===== config.mk =====
export PLATFORM = sky130hd
export DESIGN_NAME = sertx_top
export DESIGN_NICKNAME = d
export VERILOG_FILES = /design/src/rtl/sertx_pkg.sv /design/src/rtl/sertx_fifo.sv /design/src/rtl/sertx_framer.sv /design/src/rtl/sertx_shifter.sv /design/src/rtl/sertx_top.sv
export SDC_FILE = /design/constraint.sdc
export NUM_CORES = 1
export LEC_CHECK = 0
export BUFFER_PORTS_ARGS = -buffer_cell sky130_fd_sc_hd__buf_2
export CORE_MARGIN = 4
export CORE_UTILIZATION = 40
export CTS_CLUSTER_DIAMETER = 150
export DETAILED_ROUTE_END_ITERATION = 12
export PLACE_DENSITY = 0.63
export SKIP_LAST_GASP = 1
export SLEW_MARGIN = 20
export SYNTH_ARGS = -nofsm -noshare
export SYNTH_HDL_FRONTEND = slang
export SYNTH_SLANG_ARGS = --single-unit

===== constraint.sdc =====
create_clock -name clk -period 3.7 [get_ports clk]
set_clock_uncertainty 0.1 [all_clocks]
set_input_delay 0.185 -clock clk [delete_from_list [all_inputs] [get_ports clk]]
set_output_delay 0.185 -clock clk [all_outputs]
set_load 0.005 [all_outputs]

===== src/rtl/sertx_pkg.sv =====
package sertx_pkg;

    localparam int PAY_W = 9;

    localparam logic [2:0] MODE_D8  = 3'b001;
    localparam logic [2:0] MODE_D7P = 3'b011;
    localparam logic [2:0] MODE_D9  = 3'b100;
    localparam logic [2:0] MODE_D8W = 3'b101;
    localparam logic [2:0] MODE_D8P = 3'b111;

    typedef enum logic [1:0] {
        PH_IDLE  = 2'd0,
        PH_START = 2'd1,
        PH_DATA  = 2'd2,
        PH_STOP  = 2'd3
    } phase_e;

    // One character prepared for shifting: payload, its length, stop length in half bits
    typedef struct packed {
        logic [PAY_W-1:0] bits;
        logic [3:0]       nbits;
        logic [2:0]       halves;
    } frame_t;

endpackage


===== src/rtl/sertx_fifo.sv =====
module sertx_fifo #(
    parameter int  DEPTH = 16,
    parameter int  WIDTH = 9,
    localparam int PW    = $clog2(DEPTH),
    localparam int CW    = $clog2(DEPTH + 1)
) (
    input  logic             clk,
    input  logic             rst_n,
    input  logic             clr,
    input  logic             push,
    input  logic [WIDTH-1:0] wdata,
    input  logic             pop,
    output logic [WIDTH-1:0] rdata,
    output logic [CW-1:0]    count,
    output logic             empty,
    output logic             full
);

    typedef struct packed {
        logic [DEPTH-1:0][WIDTH-1:0] mem;
        logic [PW-1:0]               rd;
        logic [PW-1:0]               wr;
        logic [CW-1:0]               cnt;
    } fifo_st_t;

    fifo_st_t q, n;
    logic     do_push, do_pop;

    assign full  = (q.cnt == CW'(DEPTH));
    assign empty = (q.cnt == '0);
    assign count = q.cnt;
    assign rdata = q.mem[q.rd];

    always_comb begin
        n       = q;
        do_push = push && !full;
        do_pop  = pop && !empty;
        if (clr) begin
            n.rd  = '0;
            n.wr  = '0;
            n.cnt = '0;
        end else begin
            if (do_push) begin
                n.mem[q.wr] = wdata;
                n.wr        = q.wr + PW'(1);
            end
            if (do_pop) begin
                n.rd = q.rd + PW'(1);
            end
            case ({do_push, do_pop})
                2'b10:   n.cnt = q.cnt + CW'(1);
                2'b01:   n.cnt = q.cnt - CW'(1);
                default: n.cnt = q.cnt;
            endcase
        end
    end

    always_ff @(posedge clk or negedge rst_n) begin
        if (!rst_n) q <= '0;
        else        q <= n;
    end

    // occupancy never exceeds the depth
    p_count_bound_r3: assert property (@(posedge clk) disable iff (!rst_n)
        q.cnt <= CW'(DEPTH));

    // a write into a full queue without a pop leaves occupancy unchanged
    p_full_drop_r2: assert property (@(posedge clk) disable iff (!rst_n)
        (full && push && !pop && !clr) |=> $stable(q.cnt));

    // a clear strobe leaves the queue empty
    p_clr_empties_r10: assert property (@(posedge clk) disable iff (!rst_n)
        clr |=> empty);

endmodule


===== src/rtl/sertx_framer.sv =====
module sertx_framer
    import sertx_pkg::*;
(
    input  logic [2:0]       mode,
    input  logic [1:0]       stop_sel,
    input  logic             parity_odd,
    input  logic [PAY_W-1:0] data,
    output frame_t           frm
);

    logic par7, par8;

    always_comb begin
        par7       = (^data[6:0]) ^ parity_odd;
        par8       = (^data[7:0]) ^ parity_odd;
        frm.halves = {1'b0, stop_sel} + 3'd1;
        case (mode)
            MODE_D7P: begin
                frm.bits  = {1'b0, par7, data[6:0]};
                frm.nbits = 4'd8;
            end
            MODE_D9, MODE_D8W: begin
                frm.bits  = data;
                frm.nbits = 4'd9;
            end
            MODE_D8P: begin
                frm.bits  = {par8, data[7:0]};
                frm.nbits = 4'd9;
            end
            default: begin
                frm.bits  = {1'b0, data[7:0]};
                frm.nbits = 4'd8;
            end
        endcase
    end

endmodule


===== src/rtl/sertx_shifter.sv =====
module sertx_shifter
    import sertx_pkg::*;
#(
    parameter int  OVS  = 16,
    localparam int CW   = $clog2(2 * OVS),
    localparam int HALF = OVS / 2
) (
    input  logic   clk,
    input  logic   rst_n,
    input  logic   tick,
    input  logic   avail,
    input  logic   cts_ok,
    input  frame_t frm,
    output logic   pop,
    output logic   tx,
    output logic   idle
);

    typedef struct packed {
        phase_e           phase;
        logic [CW-1:0]    cnt;
        logic [3:0]       idx;
        logic [PAY_W-1:0] sh;
        logic [3:0]       nbits;
        logic [2:0]       halves;
        logic             tx;
    } shift_st_t;

    shift_st_t     q, n;
    logic [CW-1:0] stop_lim;
    logic          bit_end, start_ok, do_load;

    assign tx   = q.tx;
    assign idle = (q.phase == PH_IDLE);

    always_comb begin
        n        = q;
        pop      = 1'b0;
        do_load  = 1'b0;
        stop_lim = CW'(int'(q.halves) * HALF - 1);
        bit_end  = (q.cnt == CW'(OVS - 1));
        start_ok = avail && cts_ok;
        if (tick) begin
            case (q.phase)
                PH_IDLE: do_load = start_ok;
                PH_START: begin
                    if (bit_end) begin
                        n.phase = PH_DATA;
                        n.cnt   = '0;
                        n.tx    = q.sh[0];
                        n.sh    = q.sh >> 1;
                        n.idx   = 4'd1;
                    end else begin
                        n.cnt = q.cnt + CW'(1);
                    end
                end
                PH_DATA: begin
                    if (bit_end) begin
                        n.cnt = '0;
                        if (q.idx == q.nbits) begin
                            n.phase = PH_STOP;
                            n.tx    = 1'b1;
                        end else begin
                            n.tx  = q.sh[0];
                            n.sh  = q.sh >> 1;
                            n.idx = q.idx + 4'd1;
                        end
                    end else begin
                        n.cnt = q.cnt + CW'(1);
                    end
                end
                default: begin
                    if (q.cnt == stop_lim) begin
                        if (start_ok) do_load = 1'b1;
                        else          n.phase = PH_IDLE;
                    end else begin
                        n.cnt = q.cnt + CW'(1);
                    end
                end
            endcase
        end
        if (do_load) begin
            pop      = 1'b1;
            n.phase  = PH_START;
            n.cnt    = '0;
            n.idx    = '0;
            n.sh     = frm.bits;
            n.nbits  = frm.nbits;
            n.halves = frm.halves;
            n.tx     = 1'b0;
        end
    end

    always_ff @(posedge clk or negedge rst_n) begin
        if (!rst_n) q <= '{phase: PH_IDLE, cnt: '0, idx: '0, sh: '0,
                           nbits: '0, halves: '0, tx: 1'b1};
        else        q <= n;
    end

    // the line rests high between frames
    p_idle_high_r5: assert property (@(posedge clk) disable iff (!rst_n)
        (q.phase == PH_IDLE) |-> q.tx);

    // every line transition follows a sampled tick
    p_edge_on_tick_r5: assert property (@(posedge clk) disable iff (!rst_n)
        !$stable(q.tx) |-> $past(tick));

    // with sending blocked an idle serializer stays idle
    p_cts_hold_r9: assert property (@(posedge clk) disable iff (!rst_n)
        (q.phase == PH_IDLE && !cts_ok) |=> (q.phase == PH_IDLE));

endmodule


===== src/rtl/sertx_top.sv =====
module sertx_top
    import sertx_pkg::*;
#(
    parameter int          AW       = 8,
    parameter logic [AW-1:0] DATA_OFS = AW'(4),
    parameter int          DEPTH    = 16,
    parameter int          OVS      = 16,
    localparam int         CNT_W    = $clog2(DEPTH + 1)
) (
    input  logic             clk,
    input  logic             rst_n,
    input  logic             reg_wr,
    input  logic [AW-1:0]    reg_addr,
    input  logic [PAY_W-1:0] reg_wdata,
    input  logic             fifo_clr,
    input  logic [2:0]       mode,
    input  logic [1:0]       stop_sel,
    input  logic             parity_odd,
    input  logic             cts_gate,
    input  logic [2:1]       irq_en,
    input  logic             baud_tick,
    input  logic             cts,
    output logic             tx,
    output logic [9:0]       status,
    output logic             irq
);

    logic [PAY_W-1:0] head;
    logic [CNT_W-1:0] fill;
    logic             q_empty, q_full, pop, push, ser_idle, cts_ok;
    logic             st_empty, st_half;
    frame_t           frm;

    assign push   = reg_wr && (reg_addr == DATA_OFS);
    assign cts_ok = !cts_gate || cts;

    sertx_fifo #(.DEPTH(DEPTH), .WIDTH(PAY_W)) u_fifo (
        .clk   (clk),
        .rst_n (rst_n),
        .clr   (fifo_clr),
        .push  (push),
        .wdata (reg_wdata),
        .pop   (pop),
        .rdata (head),
        .count (fill),
        .empty (q_empty),
        .full  (q_full)
    );

    sertx_framer u_framer (
        .mode       (mode),
        .stop_sel   (stop_sel),
        .parity_odd (parity_odd),
        .data       (head),
        .frm        (frm)
    );

    sertx_shifter #(.OVS(OVS)) u_shift (
        .clk    (clk),
        .rst_n  (rst_n),
        .tick   (baud_tick),
        .avail  (!q_empty),
        .cts_ok (cts_ok),
        .frm    (frm),
        .pop    (pop),
        .tx     (tx),
        .idle   (ser_idle)
    );

    always_comb begin
        st_empty  = q_empty && ser_idle;
        st_half   = (fill <= CNT_W'(DEPTH / 2));
        status    = '0;
        status[1] = st_empty;
        status[2] = st_half;
        status[9] = q_full;
        irq       = (irq_en[1] && st_empty) || (irq_en[2] && st_half);
    end

    // transmitter-empty implies the line is at rest
    p_empty_line_r4: assert property (@(posedge clk) disable iff (!rst_n)
        status[1] |-> tx);

    // full and half-empty are never reported together
    p_full_half_r3: assert property (@(posedge clk) disable iff (!rst_n)
        !(status[9] && status[2]));

endmodule


==> results of run 1 <==
stage by stage:
| stage | instance area [um^2] | power, mW |
|---|---|---|
| 2_1_floorplan | 8960 | 2.59 |
| 3_3_place_gp | 9380 | 2.73 |
| 3_5_place_dp | 9380 | 2.76 |
| 4_1_cts | 10100 | 4.78 |
| 5_1_grt | 10100 | 4.98 |
| 6_report | 10100 | 4.75 |
sequential cells by signal, indices dropped and copies added, names as in the netlist:
signal,flops
u_shift.tx,1
u_fifo.count,5
u_shift.q,24
u_fifo.q,152
cell type report:
class / instances / area [um^2]
Clock inverter: 11 / 193
Fill cell: 1973 / 11800
Sequential cell: 182 / 4560
Inverter: 12 / 45.0
Timing Repair Buffer: 53 / 354
Clock buffer: 21 / 470
Tap cell: 280 / 350
Multi-Input combinational cell: 440 / 4130
cells by family after synthesis:
logic type / share of synthesized area (%)
adder cells (fa/ha/maj): 2.38
multiplexers: 28.8
XOR/XNOR: 2.32
flip-flops: 51.0
AO/OA/AOI/OAI: 5.28
buffers and inverters: 3.11
other: 0.0420
AND/OR/NAND/NOR: 7.04
what timing repair did:
| action | 4_1_cts | 5_1_grt |
|---|---|---|
| setup endpoints to repair | 0 | 1 |
| resized for setup | 0 | 1 |
| hold buffers | 6 | 0 |
| endpoints found under the hold margin | 77 | 0 |
critical path: stages (launching register included):
cell	delay, ns
dfrtp_4	0.58
buf_12	0.23
mux4_1	0.56
a22oi_1	0.26
nand2_1	0.16
xnor2_2	0.17
xnor2_1	0.13
xnor2_1	0.31
xor2_1	0.12
a41o_1	0.24
dlygate4sd3_1	0.54
how the worst max path moves through the flow:
stage	startpoint	endpoint	slack, ns	cells past startpoint
CTS	u_fifo.q[9]$_DFFE_PN0P_	u_shift.q[16]$_DFFE_PN0P_	0.12	10
floorplan	u_shift.q[25]$_DFFE_PN0P_	u_fifo.count[4]$_DFFE_PN0P_	0.94	12
global placement	u_fifo.q[9]$_DFFE_PN0P_	u_shift.q[16]$_DFFE_PN0P_	0.74	9
global route	u_fifo.q[9]$_DFFE_PN0P_	u_shift.q[16]$_DFFE_PN0P_	0.001	10
detailed placement	u_fifo.q[9]$_DFFE_PN0P_	u_shift.q[16]$_DFFE_PN0P_	0.67	9
finish	u_fifo.q[9]$_DFFE_PN0P_	u_shift.q[16]$_DFFE_PN0P_	0.16	10
per-layer routing:
metal	vias up	track usage, %	routed length [um]
li1	2507	-	-
met1	2886	22.4	8880
met2	86	28.9	10000
met3	22	3.55	758
met4	0	5.69	465
met5	-	0	0
Yosys cell counts (9+ instances only):
library cell  number  area (um^2)
dfrtp_1          181         4530
xnor2_1           11         96.3
mux4_2            20          450
nor2_1            31          116
clkbuf_1          21         78.8
ha_1              17          213
mux2_2           144         1620
a22oi_1           15          113
nand2_1           53          199
nor2b_1           12         75.1
inv_1             12         45.0
mux4_1            18          473
xor2_1             9         78.8
o21ai_0           21          105
buf_4             10         75.1
a21oi_1           13         65.1
power breakdown:
part           total [mW]  internal (mW)  switching [mW]
clock                2.03           1.26           0.770
sequential           2.16           2.09          0.0752
combinational       0.562          0.223           0.339
==> impl.org, run 1 <==
** Global routing
- The number of antenna violations at the first check in global routing is 0.
- Global route overflow :: 0
- Entering global routing, the biggest net connects 76 pins.
- Global-route wire length before repair :: between 30000 and 40000 um
- Total routing usage reported by global routing :: about 17%
- Number of global-route vias before repair :: approximately 5800

** Worst hold path
- Hold Path End :: u_shift.q[4]$_DFFE_PN0N_
- HP Class :: in -> reg
- Worst Hold Launch :: mode[0]
- Counting instances, the worst hold path has a depth of 3.

** Power
- Summed over all cells, the static leakage comes to between 4 and 5 nW.
- Max IR drop VDD :: about 0.28 mV
- Power Density :: 470 mW/mm^2

** Setup path
- For flop-to-flop paths, the worst setup slack is 0.16 ns.
- Critical path endpoint category :: register
- Data on the critical path is required at its endpoint by 3.91 ns.
- Cells on worst reg2reg path :: 10
- Worst reg2reg path startpoint :: u_fifo.q[9]$_DFFE_PN0P_
- STA puts the critical path data arrival time at 3.75 ns.
- Along the worst path, the maximum fanout reaches 19.
- Worst R2R End :: u_shift.q[16]$_DFFE_PN0P_
- The worst setup path is launched from a register.
- The worst setup path is of the reg -> reg kind.

** Routing
- Pre-antenna DRT Iters :: 5
- The routed layout has about 5500 vias.
- Remaining routing DRC violations :: 0
- In this run, the number of DRC markers left after iteration 0 of detailed routing was 314.
- In the routed layout, each cell is associated on average with a via count of between 5 and 6.
- Antenna viol nets, final :: 0
- WL per Instance :: 20.1 um
- Aggregate routed wire length :: 20100 um

** STA
- Post-route fraction of the period consumed by the critical path :: between 90% and 100%
- Count of final hold-check violations :: 0
- Headroom to the max-slew limit came out at a little under half.
- Setup-violating endpoint count in the final report :: 0
- Final-layout setup total negative slack :: 0 ns
- Setup repair after global routing left no endpoint under its margin.
- Fin worst setup slack :: between 0.15 and 0.2 ns
- Post-route minimum period :: 3.54 ns
- For the pin with the worst max-slew slack, the measured transition is 0.787 ns.
- Timing would allow up to 0.282 GHz.
- Number of pins with negative max-slew slack in the final report :: 0
- Worst hold slack after final layout :: approximately 0.028 ns

** Finish
- Measured on the finished design, the core utilization comes to 46.1%.
- Leaving out fill and tap cells, the most frequent cells in the layout are dfrtp_1, mux2_2, nand2_1, buf_2, nor2_1.
- At the end of the flow, the number of nets in the layout was 755.
- Synth-to-layout area growth :: 13.1%
- # diodes :: 0
- Leaving out fill and tap cells, the most frequent cell in the layout is dfrtp_1.
- Layout cell share with drive strength beyond 1 :: between 30% and 40%
- Number of standard cells in the final layout excluding fillers :: between 900 and 1000

** Yosys
- Post-synthesis async set-or-reset flop share :: 100%
- For this run, the number of Yosys warnings is 0.
- FF+latch count, synth :: around 180
- Among all flip-flop cells after synthesis, the most frequent one is dfrtp_1.
- Number of enable flip-flop cells after synthesis :: 0
- Cell count after synthesis :: between 600 and 700
- Post-synthesis cell area :: 0.00893 mm^2
- Syn Area/Cell :: 13.3 um^2
- After synthesis, flip-flops and latches occupy 51.0% of the total area.
- Synthesis instantiated 54 different standard cells from the library.

** Floorplan
- Die H :: approximately 160 um
- Number of rows created at floorplan :: 54
- Top-level I/O count :: 44
- The die covers 0.0248 mm^2.
- Once the floorplan was initialized, standard cells occupied between 40 and 50% of the core.
- Placeable core region :: 0.0219 mm^2
- Width of the chip :: 157 um

** Clock network
- TritonCTS buffer count :: 17
- Maximum clock insertion buffer count :: 2
- Clock root buffer :: clkbuf_16
- The clock net in this run drives a total of 182 sinks.
- Buffers inserted by post-CTS timing repair :: 0
- Clock-pin transition on the worst setup and hold timing paths :: 0.07 ns
- The later pin in the worst-skew pair is clocked with a latency of 0.43 ns.
- The H-tree was split into 4 levels.
- Clock tree from TritonCTS :: built

** Place
- Buffers placed on the I/O ports in this run total 36.
- DP Worst Slack :: 0.670 ns
- Half-perimeter wire length after detailed placement :: about 13000 um
- Inst Count DP :: 961
- The congestion estimate from routability-driven global placement came to 0.852.

** Status
- The run finished with clean final reports.

** Run
- Across the run, the number of max-cap violations was 0.
No activity file was read; power rests on OpenSTA's default activity.
==> inputs of run 2 (changes only) <==
CORE_ASPECT_RATIO = 1.2   (was default)
HOLD_SLACK_MARGIN = 0.02   (was default)
clock period = 4 ns   (was 3.7 ns; I/O delays follow)
==> impl.org, run 2 (synthesis gave the netlist of run 1 again) <==
** Status
- The run finished with clean final reports.

** Clock network
- Clock tree from TritonCTS :: built
- In this run, CTS created clock tree buffers numbering 17.
- Buffers inserted by post-CTS timing repair :: 0
- Maximum level of the CTS H-tree :: 4
- Insertion delay of the later-clocked pin in the worst-skew pair :: 0.43 ns
- Buffers inserted to repair hold after CTS numbered 6.
- Count of instances resized after the clock tree is built :: 0
- Number of sinks handled by clock tree synthesis :: 182
- Clock root buffer :: clkbuf_16
- Clock-pin slew was measured on the worst setup and hold paths at 0.06 ns.
- Maximum clock insertion buffer count :: 2

** Worst hold path
- HP Class :: in -> reg

** Global routing
- The number of antenna violations at the first check in global routing was 0.
- Number of global-route vias before repair :: 5921
- Global-route wire length before repair :: 31800 um
- Global route overflow :: 0
- Entering global routing, the biggest net connects slightly above 100 pins.
- Total routing usage reported by global routing :: around 17%

** STA
- At the pin with the least slew margin, the transition time is 0.924 ns.
- Setup violations remaining at the end of the flow were counted as 0.
- Counting I/O delays and the setup requirement, the final critical path takes 3.57 ns.
- For this run, the top clock speed supported by timing is 0.280 GHz.
- The worst pin sits at a relative slew slack of between 30% and 40%.
- Count of final hold-check violations :: 0
- The tightest hold path in the finished design has a slack of about 0.072 ns.
- The number of slew-limit violations in the final report was 0.
- Unrepaired setup endpoints after global routing :: no
- Fin worst setup slack :: roughly 0.43 ns
- After routing, the total negative slack on setup checks comes to 0 ns.
- The worst path uses 89.3% of the clock period.

** Routing
- Dividing the detail-routed wire length by the instance count gives 20.0 um.
- Via count of the routed design :: about 5500
- Pre-antenna DRT Iters :: 4
- Aggregate routed wire length :: 19800 um
- Post-DR vias/cell :: 5.55
- After detailed routing, the number of remaining DRC violations is 0.
- Antenna viol nets, final :: 0
- Count of routing violations after the opening detailed-route iteration :: 385

** Place
- DP Worst Slack :: between 0.9 and 1 ns
- Quantity of I/O buffers inserted on ports :: 36
- The wire-length estimate of the detail-placed layout is 13500 um.
- Routability-driven placement finished with a final weighted congestion of roughly 0.77.

** Floorplan
- Effective utilization at floorplan :: 40.9%
- The floorplan has 59 rows.
- From bottom edge to top edge, the die measures between 150 and 200 um.
- The core region is approximately 0.022 mm^2.
- Width of the chip :: 144 um
- The die covers 0.0248 mm^2.
- Top-level I/O count :: 44

** Setup path
- Path type of the worst setup path :: reg -> reg
- On the worst path, the slowest cell contributes a delay of 0.61 ns.
- Along the worst path, the maximum fanout reaches 27.
- Critical path endpoint category :: register
- At the worst endpoint, the arrival time is around 3.8 ns.
- Startpoint Class :: register
- Highest-delay cell along the critical path :: mux4_1
- The critical path goes through buf_4 -> mux4_1 -> a22oi_1 -> nand2_1 -> xor2_1 -> xnor2_1 -> xnor2_1 -> xor2_1 -> a41o_1 -> dlygate4sd3_1.
- Data on the critical path is required at its endpoint by 4.21 ns.

** Finish
- Number of fillers in the final layout :: about 2000
- Post-layout utilization of the core :: 45.9%
- The library cell used most frequently in the layout, excluding fill and tap cells, is dfrtp_1.
- # diodes :: 0
- Total Nets Final :: 755
- Number of flip-flops in the largest register :: around 150
- From synthesis to final layout, the design area changed by 12.3%.
- Largest Register :: u_fifo.q
- Commonest non-fill, non-tap cells in the layout :: dfrtp_1, mux2_2, nand2_1, buf_2, nor2_1
- Of the cells placed in the final design, the portion with a size suffix greater than 1 is between 30% and 40%.

** Run
- Across the run, the number of max-cap violations was 0.

** Power
- Power Density :: 424 mW/mm^2
- The worst-case IR drop observed on VDD is 0.255 mV.
- P_leak :: 4.84 nW
## run 2: cell count changes in the layout (fill, tap and decap cells not counted), moves of 2 or more
cell	delta
bufinv_16	-2
nor2b_2	+2
clkbuf_8	+2
nor2b_1	-2
## run 2: per-stage QoR
step,total power [mW],area [um^2],cells
floorplan,2.39,8960,677
global placement,2.52,9360,955
detailed placement,2.56,9360,955
CTS,4.31,10000,990
global route,4.46,10000,990
finish,4.26,10000,990
## run 2: cell type report
| type | instances | area [um^2] | area share (%) |
|---|---|---|---|
| inverter | 12 | 45.0 | 0.449 |
| multi-input combinational | 440 | 4130 | 41.2 |
| sequential | 182 | 4560 | 45.4 |
| tap | 274 | 343 | 3.42 |
| clock inverter | 7 | 119 | 1.18 |
| timing repair buffer | 53 | 342 | 3.40 |
| clock buffer | 22 | 494 | 4.93 |
## run 2: power by group
group | internal (mW) | switching [mW] | leakage, nW
sequential | 1.93 | 0.0705 | 2.50
combinational | 0.206 | 0.319 | 2.05
clock | 1.06 | 0.672 | 0.297
## run 2: final timing paths
kind | from | endpoint | slack, ns | depth (start not counted)
setup / recovery | u_fifo.q[9]$_DFFE_PN0P_ | u_shift.q[16]$_DFFE_PN0P_ | 0.43 | 10
hold / removal | fifo_clr | u_fifo.count[4]$_DFFE_PN0P_ | 0.07 | 2
setup reg to reg | u_fifo.q[9]$_DFFE_PN0P_ | u_shift.q[16]$_DFFE_PN0P_ | 0.43 | 10
hold reg to reg | u_fifo.q[79]$_DFFE_PN0P_ | u_fifo.q[79]$_DFFE_PN0P_ | 0.40 | 1
max in group asynchronous | rst_n | u_fifo.q[62]$_DFFE_PN0P_ | 2.43 | 3
min in group asynchronous | rst_n | u_fifo.count[4]$_DFFE_PN0P_ | 0.36 | 2
## run 2: per-layer routing
| layer | GRT usage [%] | part of all wire [%] | vias up |
|---|---|---|---|
| li1 | - | - | 2498 |
| met3 | 3.39 | 4.2 | 16 |
| met5 | 0 | 0 | - |
| met1 | 19.7 | 40 | 2875 |
| met4 | 5.35 | 1.3 | 0 |
| met2 | 30.7 | 54 | 108 |
## run 2: worst max-delay path, delay by kind of cell (launching register included)
kind | cells | cell delay (ns)
flip-flops | 1 | 0.36
buffers and inverters | 2 | 0.97
AO/OA/AOI/OAI | 2 | 0.52
XOR/XNOR | 4 | 0.74
AND/OR/NAND/NOR | 1 | 0.14
multiplexers | 1 | 0.61
